**config.mk**
```make
export PLATFORM = sky130hd
export DESIGN_NAME = dma_rr_arbiter
export DESIGN_NICKNAME = d
export VERILOG_FILES = /design/src/rtl/dma_arb_pkg.sv /design/src/rtl/rr_pick.sv /design/src/rtl/rr_prio_ptr.sv /design/src/rtl/rr_ctrl_fsm.sv /design/src/rtl/dma_rr_arbiter.sv
export SDC_FILE = /design/constraint.sdc
export NUM_CORES = 1
export LEC_CHECK = 0
export BUFFER_PORTS_ARGS = -buffer_cell sky130_fd_sc_hd__buf_2
export CORE_MARGIN = 3
export CORE_UTILIZATION = 34
export CTS_CLUSTER_SIZE = 25
export DETAILED_ROUTE_END_ITERATION = 16
export GPL_TIMING_DRIVEN = 0
export HOLD_SLACK_MARGIN = 0.12
export PLACE_DENSITY = 0.61
export SYNTH_ARGS = -nofsm -noshare
export SYNTH_HDL_FRONTEND = slang
export SYNTH_SLANG_ARGS = --single-unit
```
**constraint.sdc**
```tcl
create_clock -name clk -period 3.3 [get_ports clk]
set_input_delay 0.495 -clock clk [delete_from_list [all_inputs] [get_ports clk]]
set_output_delay 0.495 -clock clk [all_outputs]
set_load 0.01 [all_outputs]
```
**src/rtl/dma_arb_pkg.sv**
```systemverilog
package dma_arb_pkg;
    typedef enum logic {
        ST_IDLE = 1'b0,
        ST_BUSY = 1'b1
    } arb_state_e;
endpackage

```
**src/rtl/rr_pick.sv**
```systemverilog
// Combinational winner search starting at the highest-priority pointer.
module rr_pick #(
    parameter int NUM_CH = 6,
    parameter int PTR_W  = $clog2(NUM_CH)
) (
    input  logic [NUM_CH-1:0] req_i,
    input  logic [PTR_W-1:0]  ptr_i,
    output logic              any_o,
    output logic [PTR_W-1:0]  idx_o
);
    int c;

    // Scan from lowest rank to highest so the last hit is the winner.
    always_comb begin
        any_o = 1'b0;
        idx_o = '0;
        c     = 0;
        for (int i = NUM_CH - 1; i >= 0; i--) begin
            c = int'(ptr_i) + i;
            if (c >= NUM_CH) begin
                c = c - NUM_CH;
            end
            if (req_i[c]) begin
                any_o = 1'b1;
                idx_o = PTR_W'(c);
            end
        end
    end
endmodule

```
**src/rtl/rr_prio_ptr.sv**
```systemverilog
// Highest-priority pointer; advances past the finished channel.
module rr_prio_ptr #(
    parameter int NUM_CH = 6,
    parameter int PTR_W  = $clog2(NUM_CH)
) (
    input  logic             clk,
    input  logic             rst_n,
    input  logic             advance_i,
    input  logic [PTR_W-1:0] owner_i,
    output logic [PTR_W-1:0] ptr_o
);
    localparam logic [PTR_W-1:0] LAST_CH = PTR_W'(NUM_CH - 1);

    logic [PTR_W-1:0] ptr_d;

    always_comb begin
        ptr_d = ptr_o;
        if (advance_i) begin
            ptr_d = (owner_i == LAST_CH) ? '0 : owner_i + 1'b1;
        end
    end

    always_ff @(posedge clk or negedge rst_n) begin
        if (!rst_n) begin
            ptr_o <= '0;
        end else begin
            ptr_o <= ptr_d;
        end
    end
endmodule

```
**src/rtl/rr_ctrl_fsm.sv**
```systemverilog
// Grant ownership state machine: GRANT, HOLD, RELEASE.
module rr_ctrl_fsm
    import dma_arb_pkg::*;
#(
    parameter int NUM_CH = 6,
    parameter int PTR_W  = $clog2(NUM_CH)
) (
    input  logic             clk,
    input  logic             rst_n,
    input  logic             any_i,
    input  logic [PTR_W-1:0] win_i,
    input  logic             done_i,
    output logic             busy_o,
    output logic [PTR_W-1:0] owner_o,
    output logic             advance_o
);
    arb_state_e       state_q, state_d;
    logic [PTR_W-1:0] owner_q, owner_d;

    always_ff @(posedge clk or negedge rst_n) begin
        if (!rst_n) begin
            state_q <= ST_IDLE;
            owner_q <= '0;
        end else begin
            state_q <= state_d;
            owner_q <= owner_d;
        end
    end

    always_comb begin
        state_d   = state_q;
        owner_d   = owner_q;
        advance_o = 1'b0;
        unique case (state_q)
            ST_IDLE: begin
                if (any_i) begin
                    state_d = ST_BUSY;
                    owner_d = win_i;
                end
            end
            ST_BUSY: begin
                if (done_i) begin
                    state_d   = ST_IDLE;
                    advance_o = 1'b1;
                end
            end
            default: state_d = ST_IDLE;
        endcase
    end

    assign busy_o  = (state_q == ST_BUSY);
    assign owner_o = owner_q;
endmodule

```
**src/rtl/dma_rr_arbiter.sv**
```systemverilog
module dma_rr_arbiter #(
    parameter int NUM_CH = 6,
    localparam int PTR_W = $clog2(NUM_CH)
) (
    input  logic              clk,
    input  logic              rst_n,
    input  logic [NUM_CH-1:0] req_i,
    input  logic              xfer_done_i,
    output logic [NUM_CH-1:0] gnt_o,
    output logic              gnt_valid_o,
    output logic [PTR_W-1:0]  top_ptr_o
);
    logic             any_req;
    logic [PTR_W-1:0] win_idx;
    logic             busy;
    logic [PTR_W-1:0] owner;
    logic             advance;

    rr_pick #(.NUM_CH(NUM_CH), .PTR_W(PTR_W)) u_pick (
        .req_i (req_i),
        .ptr_i (top_ptr_o),
        .any_o (any_req),
        .idx_o (win_idx)
    );

    rr_ctrl_fsm #(.NUM_CH(NUM_CH), .PTR_W(PTR_W)) u_fsm (
        .clk       (clk),
        .rst_n     (rst_n),
        .any_i     (any_req),
        .win_i     (win_idx),
        .done_i    (xfer_done_i),
        .busy_o    (busy),
        .owner_o   (owner),
        .advance_o (advance)
    );

    rr_prio_ptr #(.NUM_CH(NUM_CH), .PTR_W(PTR_W)) u_ptr (
        .clk       (clk),
        .rst_n     (rst_n),
        .advance_i (advance),
        .owner_i   (owner),
        .ptr_o     (top_ptr_o)
    );

    for (genvar g = 0; g < NUM_CH; g++) begin : g_gnt
        assign gnt_o[g] = busy && (owner == PTR_W'(g));
    end

    assign gnt_valid_o = busy;
endmodule

```
==> impl_metrics.ini, run 1 <==
[finish]
num-nets-final = 226
fin_cells = 250
area_growth_pct = 23.0
multi_input_comb_area_mm2 = 0.00115
final-seq-area_um2 = 178
fill_cells = 382
finalInstanceArea_mm2 = 0.00170
drive_gt1_frac = 0.272
n_antenna_cell = 0

[drt]
dr.pass1.iters = 5
wl_um = 3530
via_per_inst = 5.74
dr.first_iter.drc_count = 129
drc = 0
antenna_left = 0
num_vias = 1434
wl_per_cell_um = 14.1

[cts]
tritoncts = built
h-tree-depth = 1
worst_skew_pair.late_latency_ns = 0.23
cts.path.max_buffers = 2
clk_pin_slew_ns = 0.04
clk_root_buffer_cell = clkbuf_8
cts_sinks = 7
cts_inserted_buffers = 3

[yosys]
synth.distinct_cells = 56
synth_commonest_cells = ha_1, nand2_1, inv_1, nor2_1, o21ai_0
yosysMostFrequentCell = ha_1
synth_edf_count = 0
synth_area_leaders = dfrtp_1, ha_1, mux2i_1
yosys_warnings = 0
async_flop_share = 1.00
netlist_instances = 172
avgSynthCellArea_um2 = 8.02
synth_fp_nets = 195
syn_area_mm2 = 0.00138
synthFlopType = dfrtp_1
synth.top_cell.area_share = 0.127
yosysSeqAreaShare = 0.127
ys_seq_elements = 7
yosys.area.top_type = dfrtp_1

[timing]
tightest_slew_ns = 0.477
hold_violations = 0
slew_viol_final = 0
fin_crit_ns = 3.14
fmax_ghz = 0.318
relSlewSlack = 0.673
setup_violations = 0
fin_ws_ns = 0.155
timing.setup.tns_ns = 0
finalCritPeriodShare = 0.953
skew_ns = 0.00199

[placed_design]
io_buffers = 18
gp_congestion = 0.898
place_worst_setup_slack_ns = -0.289
placed_cell_area_mm2 = 0.00153
dp.cells = 238
place_hpwl_um = 2790

[critical_path]
worstSetupStartpoint = u_ptr.ptr_o[0]
r2r_start = u_ptr.ptr_o[0]
cp_top_family = compound AO/OA/AOI/OAI gates
required_ns = 3.41
endpoint = u_fsm.owner_o[1]
critPathLaunchType = flop
crit_arrival_ns = 3.26
cp.depth = 13
critPathMaxFanout = 10
path_buf_inv = 5
end_kind = flop
worstReg2RegEnd = u_fsm.owner_o[1]
setup.worst_path.class = reg -> reg
rrSetupSlack_ns = 0.16
slowest_delay_ns = 0.40
path_cells = buf_6, buf_6, clkinvlp_4, ha_4, clkbuf_4, inv_1, ha_4, nor2_1, o32a_1, o2111ai_1, a221oi_1, a311o_1, a22o_1
worst_path_max_delay_cell = dfrtp_2
r2r_cells = 13

[grt]
grt-ovfl-total = 0
antenna_found_initial = 0
grt_pass1_wl_um = 5780
grt_usage = 0.140
grt_start_max_net_pins = 11
grt_pass1_vias = 1303

[status]
outcome = complete, no violations

[worst_hold_path]
hp-class = reg -> reg

[die]
initial_core_util = 0.366
pin_count = 19
die_h_um = 69.7
die_w_um = 69.7
die_area_mm2 = 0.00486
rows = 22
core_mm2 = 0.00377

[flow_run]
drv_cap = 0
routing by layer:
layer / global-route usage / vias to the layer above / wire, µm
li1: - / 725 / -
met1: 0.182 / 656 / 1660
met2: 0.243 / 46 / 1610
met3: 0.0130 / 7 / 217
met4: 0.0447 / 0 / 46
met5: 0 / - / 0
sequential cells by signal (all words and copies together), names as in the netlist:
register	flops
u_ptr.ptr_o	3
u_fsm.busy_o	1
u_fsm.owner_o	3
worst min path at each step:
stage	startpoint	end	slack, ns	cells after the start
floorplan	rst_n	u_fsm.busy_o	0.20	0
global placement	rst_n	u_fsm.owner_o[2]	0.34	1
detailed placement	rst_n	u_fsm.owner_o[2]	0.34	1
CTS	u_fsm.owner_o[0]	u_ptr.ptr_o[0]	0.57	1
global route	u_fsm.owner_o[0]	u_ptr.ptr_o[0]	0.61	1
finish	u_fsm.owner_o[0]	u_ptr.ptr_o[0]	0.57	1
worst register-to-register path: cells and delay by family (launching register included):
| family | cells | cell delay (ns) |
|---|---|---|
| adder cells (fa/ha/maj) | 2 | 0.64 |
| AO/OA/AOI/OAI | 5 | 1.14 |
| AND/OR/NAND/NOR | 1 | 0.04 |
| buffers and inverters | 5 | 0.82 |
| flip-flops | 1 | 0.40 |
cell families (layout without fill, tap and decap cells):
group | after synthesis | after routing | share of synthesized area
simple gates | 60 | 60 | 0.239
compound gates | 57 | 57 | 0.320
buf+inv | 18 | 48 | 0.0644
fa+ha+maj | 14 | 14 | 0.127
mux | 12 | 12 | 0.0917
flops | 7 | 7 | 0.127
xor+xnor | 4 | 4 | 0.0309
layout make-up:
| type | instances | share of cell area |
|---|---|---|
| clock buffers | 4 | 0.0266 |
| plain buffers | 8 | 0.0362 |
| well taps | 48 | 0.0354 |
| multi-input cells | 147 | 0.680 |
| inverters | 10 | 0.0266 |
| flip-flops and latches | 7 | 0.105 |
| repair buffers | 26 | 0.0900 |
repair_timing:
action | in CTS | in global routing
endpoints found under the hold margin | 7 | 0
setup buffers | 0 | 7
setup endpoints to repair | 4 | 4
resized for setup | 6 | 8
hold buffers | 1 | 0
pin swaps | 0 | 1
stage by stage:
stage	utilization	hold slack (ns)
finish	0.450	0.567
global route	0.450	0.609
CTS	0.425	0.568
detailed placement	0.405	0.339
global placement	0.405	0.340
floorplan	-	0.199
layout by cell type (no fill, tap or decap), types with 2 or more instances in the layout:
master / Yosys / final
buf_2: 2 / 19
nand2_1: 12 / 12
ha_1: 14 / 12
nor2_1: 10 / 10
o21ai_0: 9 / 9
inv_1: 10 / 8
buf_4: 1 / 8
nand3_1: 7 / 7
a21o_1: 7 / 7
mux2i_1: 7 / 7
a21oi_1: 6 / 6
mux2_2: 5 / 5
and3_1: 5 / 5
dfrtp_1: 7 / 5
nor3_1: 4 / 4
a211oi_1: 4 / 4
nand2b_1: 4 / 4
buf_6: 2 / 3
clkbuf_1: 3 / 3
a22oi_1: 3 / 3
and2_1: 3 / 3
nor4_1: 3 / 3
o221ai_1: 3 / 3
a221oi_1: 3 / 3
clkbuf_8: 0 / 3
clkinvlp_4: 0 / 2
and4b_1: 2 / 2
a31oi_1: 2 / 2
or3_1: 2 / 2
xnor2_1: 2 / 2
o211a_1: 2 / 2
nand4_1: 2 / 2
ha_4: 0 / 2
dfrtp_2: 0 / 2
Power of run 1 is not shown: default switching activity piles up to over one toggle a cycle in this logic, so the estimate is an artifact.
==> inputs of run 2 (changes only) <==
SETUP_SLACK_MARGIN = 0.2   (was default)
==> impl_metrics.ini, run 2 (synthesized netlist as in run 1, its figures left out) <==
[status]
outcome = complete, no violations

[finish]
multi_input_comb_area_mm2 = 0.00119
drive_gt1_frac = 0.304
area_growth_pct = 29.4
final_common_cell = buf_2
final_cell_mix = buf_2, buf_4, nand2_1, ha_1, nor2_1
n_antenna_cell = 0
num-nets-final = 231
finalInstanceArea_mm2 = 0.00178
fill_cells = 379
final-seq-area_um2 = 176

[timing]
relSlewSlack = 0.663
hold_violations = 0
skew_ns = 0.00394
setup_violations = 0
fin_crit_ns = 3.03
tightest_slew_ns = 0.491
rsz0062_at_grt = no
finalCritPeriodShare = 0.920
slew_viol_final = 0
fmax_ghz = 0.329

[cts]
cts_inserted_buffers = 3
h-tree-depth = 1
clk_pin_slew_ns = 0.04
cts.path.max_buffers = 2
cts_sinks = 7
worst_skew_pair.late_latency_ns = 0.23
tritoncts = built
clk_root_buffer_cell = clkbuf_8

[die]
die_h_um = 69.7
initial_core_util = 0.366
die_w_um = 69.7
core_mm2 = 0.00377
pin_count = 19
die_area_mm2 = 0.00486
rows = 22

[drt]
num_vias = 1444
dr.first_iter.drc_count = 178
via_per_inst = 5.66
drc = 0
wl_um = 3820
antenna_left = 0
wl_per_cell_um = 15.0
dr.pass1.iters = 4

[grt]
grt_start_max_net_pins = 11
grt_usage = 0.146
antenna_found_initial = 0
grt_pass1_vias = 1294
grt-ovfl-total = 0
busiest_layer = met2
grt_pass1_wl_um = 5980
use_met1 = 0.199
met2_usage = 0.242
met3_usage = 0.0203

[critical_path]
end_kind = flop
required_ns = 3.42
crit_arrival_ns = 3.15
critPathMaxFanout = 10
setup.worst_path.class = reg -> reg
critPathLaunchType = flop

[worst_hold_path]
hp-class = reg -> reg

[flow_run]
drv_cap = 0

[placed_design]
place_hpwl_um = 2800
placed_cell_area_mm2 = 0.00153
io_buffers = 18
gp_congestion = 0.912
## run 2: final cells by class
cell class / count / share of cell area
multi-input combinational: 147 / 0.667
timing repair buffer: 31 / 0.107
sequential: 7 / 0.0989
buffer: 8 / 0.0414
tap: 48 / 0.0337
inverter: 10 / 0.0273
clock buffer: 4 / 0.0252
## run 2: repair_timing
action	4_1_cts	5_1_grt
setup endpoints to repair	4	4
gates resized for setup	14	8
gates cloned	0	0
setup buffers	5	7
pin swaps	1	6
endpoints found under the hold margin	7	0
hold buffers	1	0
## run 2: layer usage
layer  part of all wire  routed length [µm]  vias up
met1               0.49                1880      676
li1                   -                   -      728
met2               0.45                1730       35
met3              0.044                 169        5
met4              0.014                  52        0
met5                  0                   0        -
## run 2: path summary, 6_finish.rpt
path	from	end	slack (ns)	cells past startpoint
max	u_ptr.ptr_o[0]	u_fsm.owner_o[1]	0.27	13
max reg2reg	u_ptr.ptr_o[0]	u_fsm.owner_o[1]	0.27	13
max in group asynchronous	rst_n	u_ptr.ptr_o[1]	2.48	2
min in group asynchronous	rst_n	u_fsm.owner_o[0]	0.63	2
min reg2reg	u_fsm.owner_o[0]	u_ptr.ptr_o[0]	0.57	1
min	u_fsm.owner_o[0]	u_ptr.ptr_o[0]	0.57	1
## run 2: worst max-delay path: stages, from the launching register on
cell	delay, ns
dfrtp_1	0.38
buf_6	0.14
buf_12	0.14
clkinvlp_4	0.12
ha_4	0.33
buf_4	0.19
clkinvlp_4	0.12
ha_4	0.29
nor2_1	0.05
o32a_1	0.31
o2111ai_1	0.22
a221oi_1	0.14
a311o_1	0.32
a22o_1	0.19
## run 2: through the flow
step | hold WS [ns] | setup slack, ns | std cells | utilization | setup TNS, ns
2_1_floorplan | 0.199 | 0.235 | 172 | - | 0
3_3_place_gp | 0.341 | -0.180 | 238 | 0.406 | -0.430
3_5_place_dp | 0.340 | -0.121 | 238 | 0.406 | -0.238
4_1_cts | 0.581 | 0.212 | 248 | 0.447 | 0
5_1_grt | 0.604 | 0.168 | 255 | 0.473 | 0
6_report | 0.573 | 0.265 | 255 | 0.473 | 0
Power of run 2 is left out for the same reason.
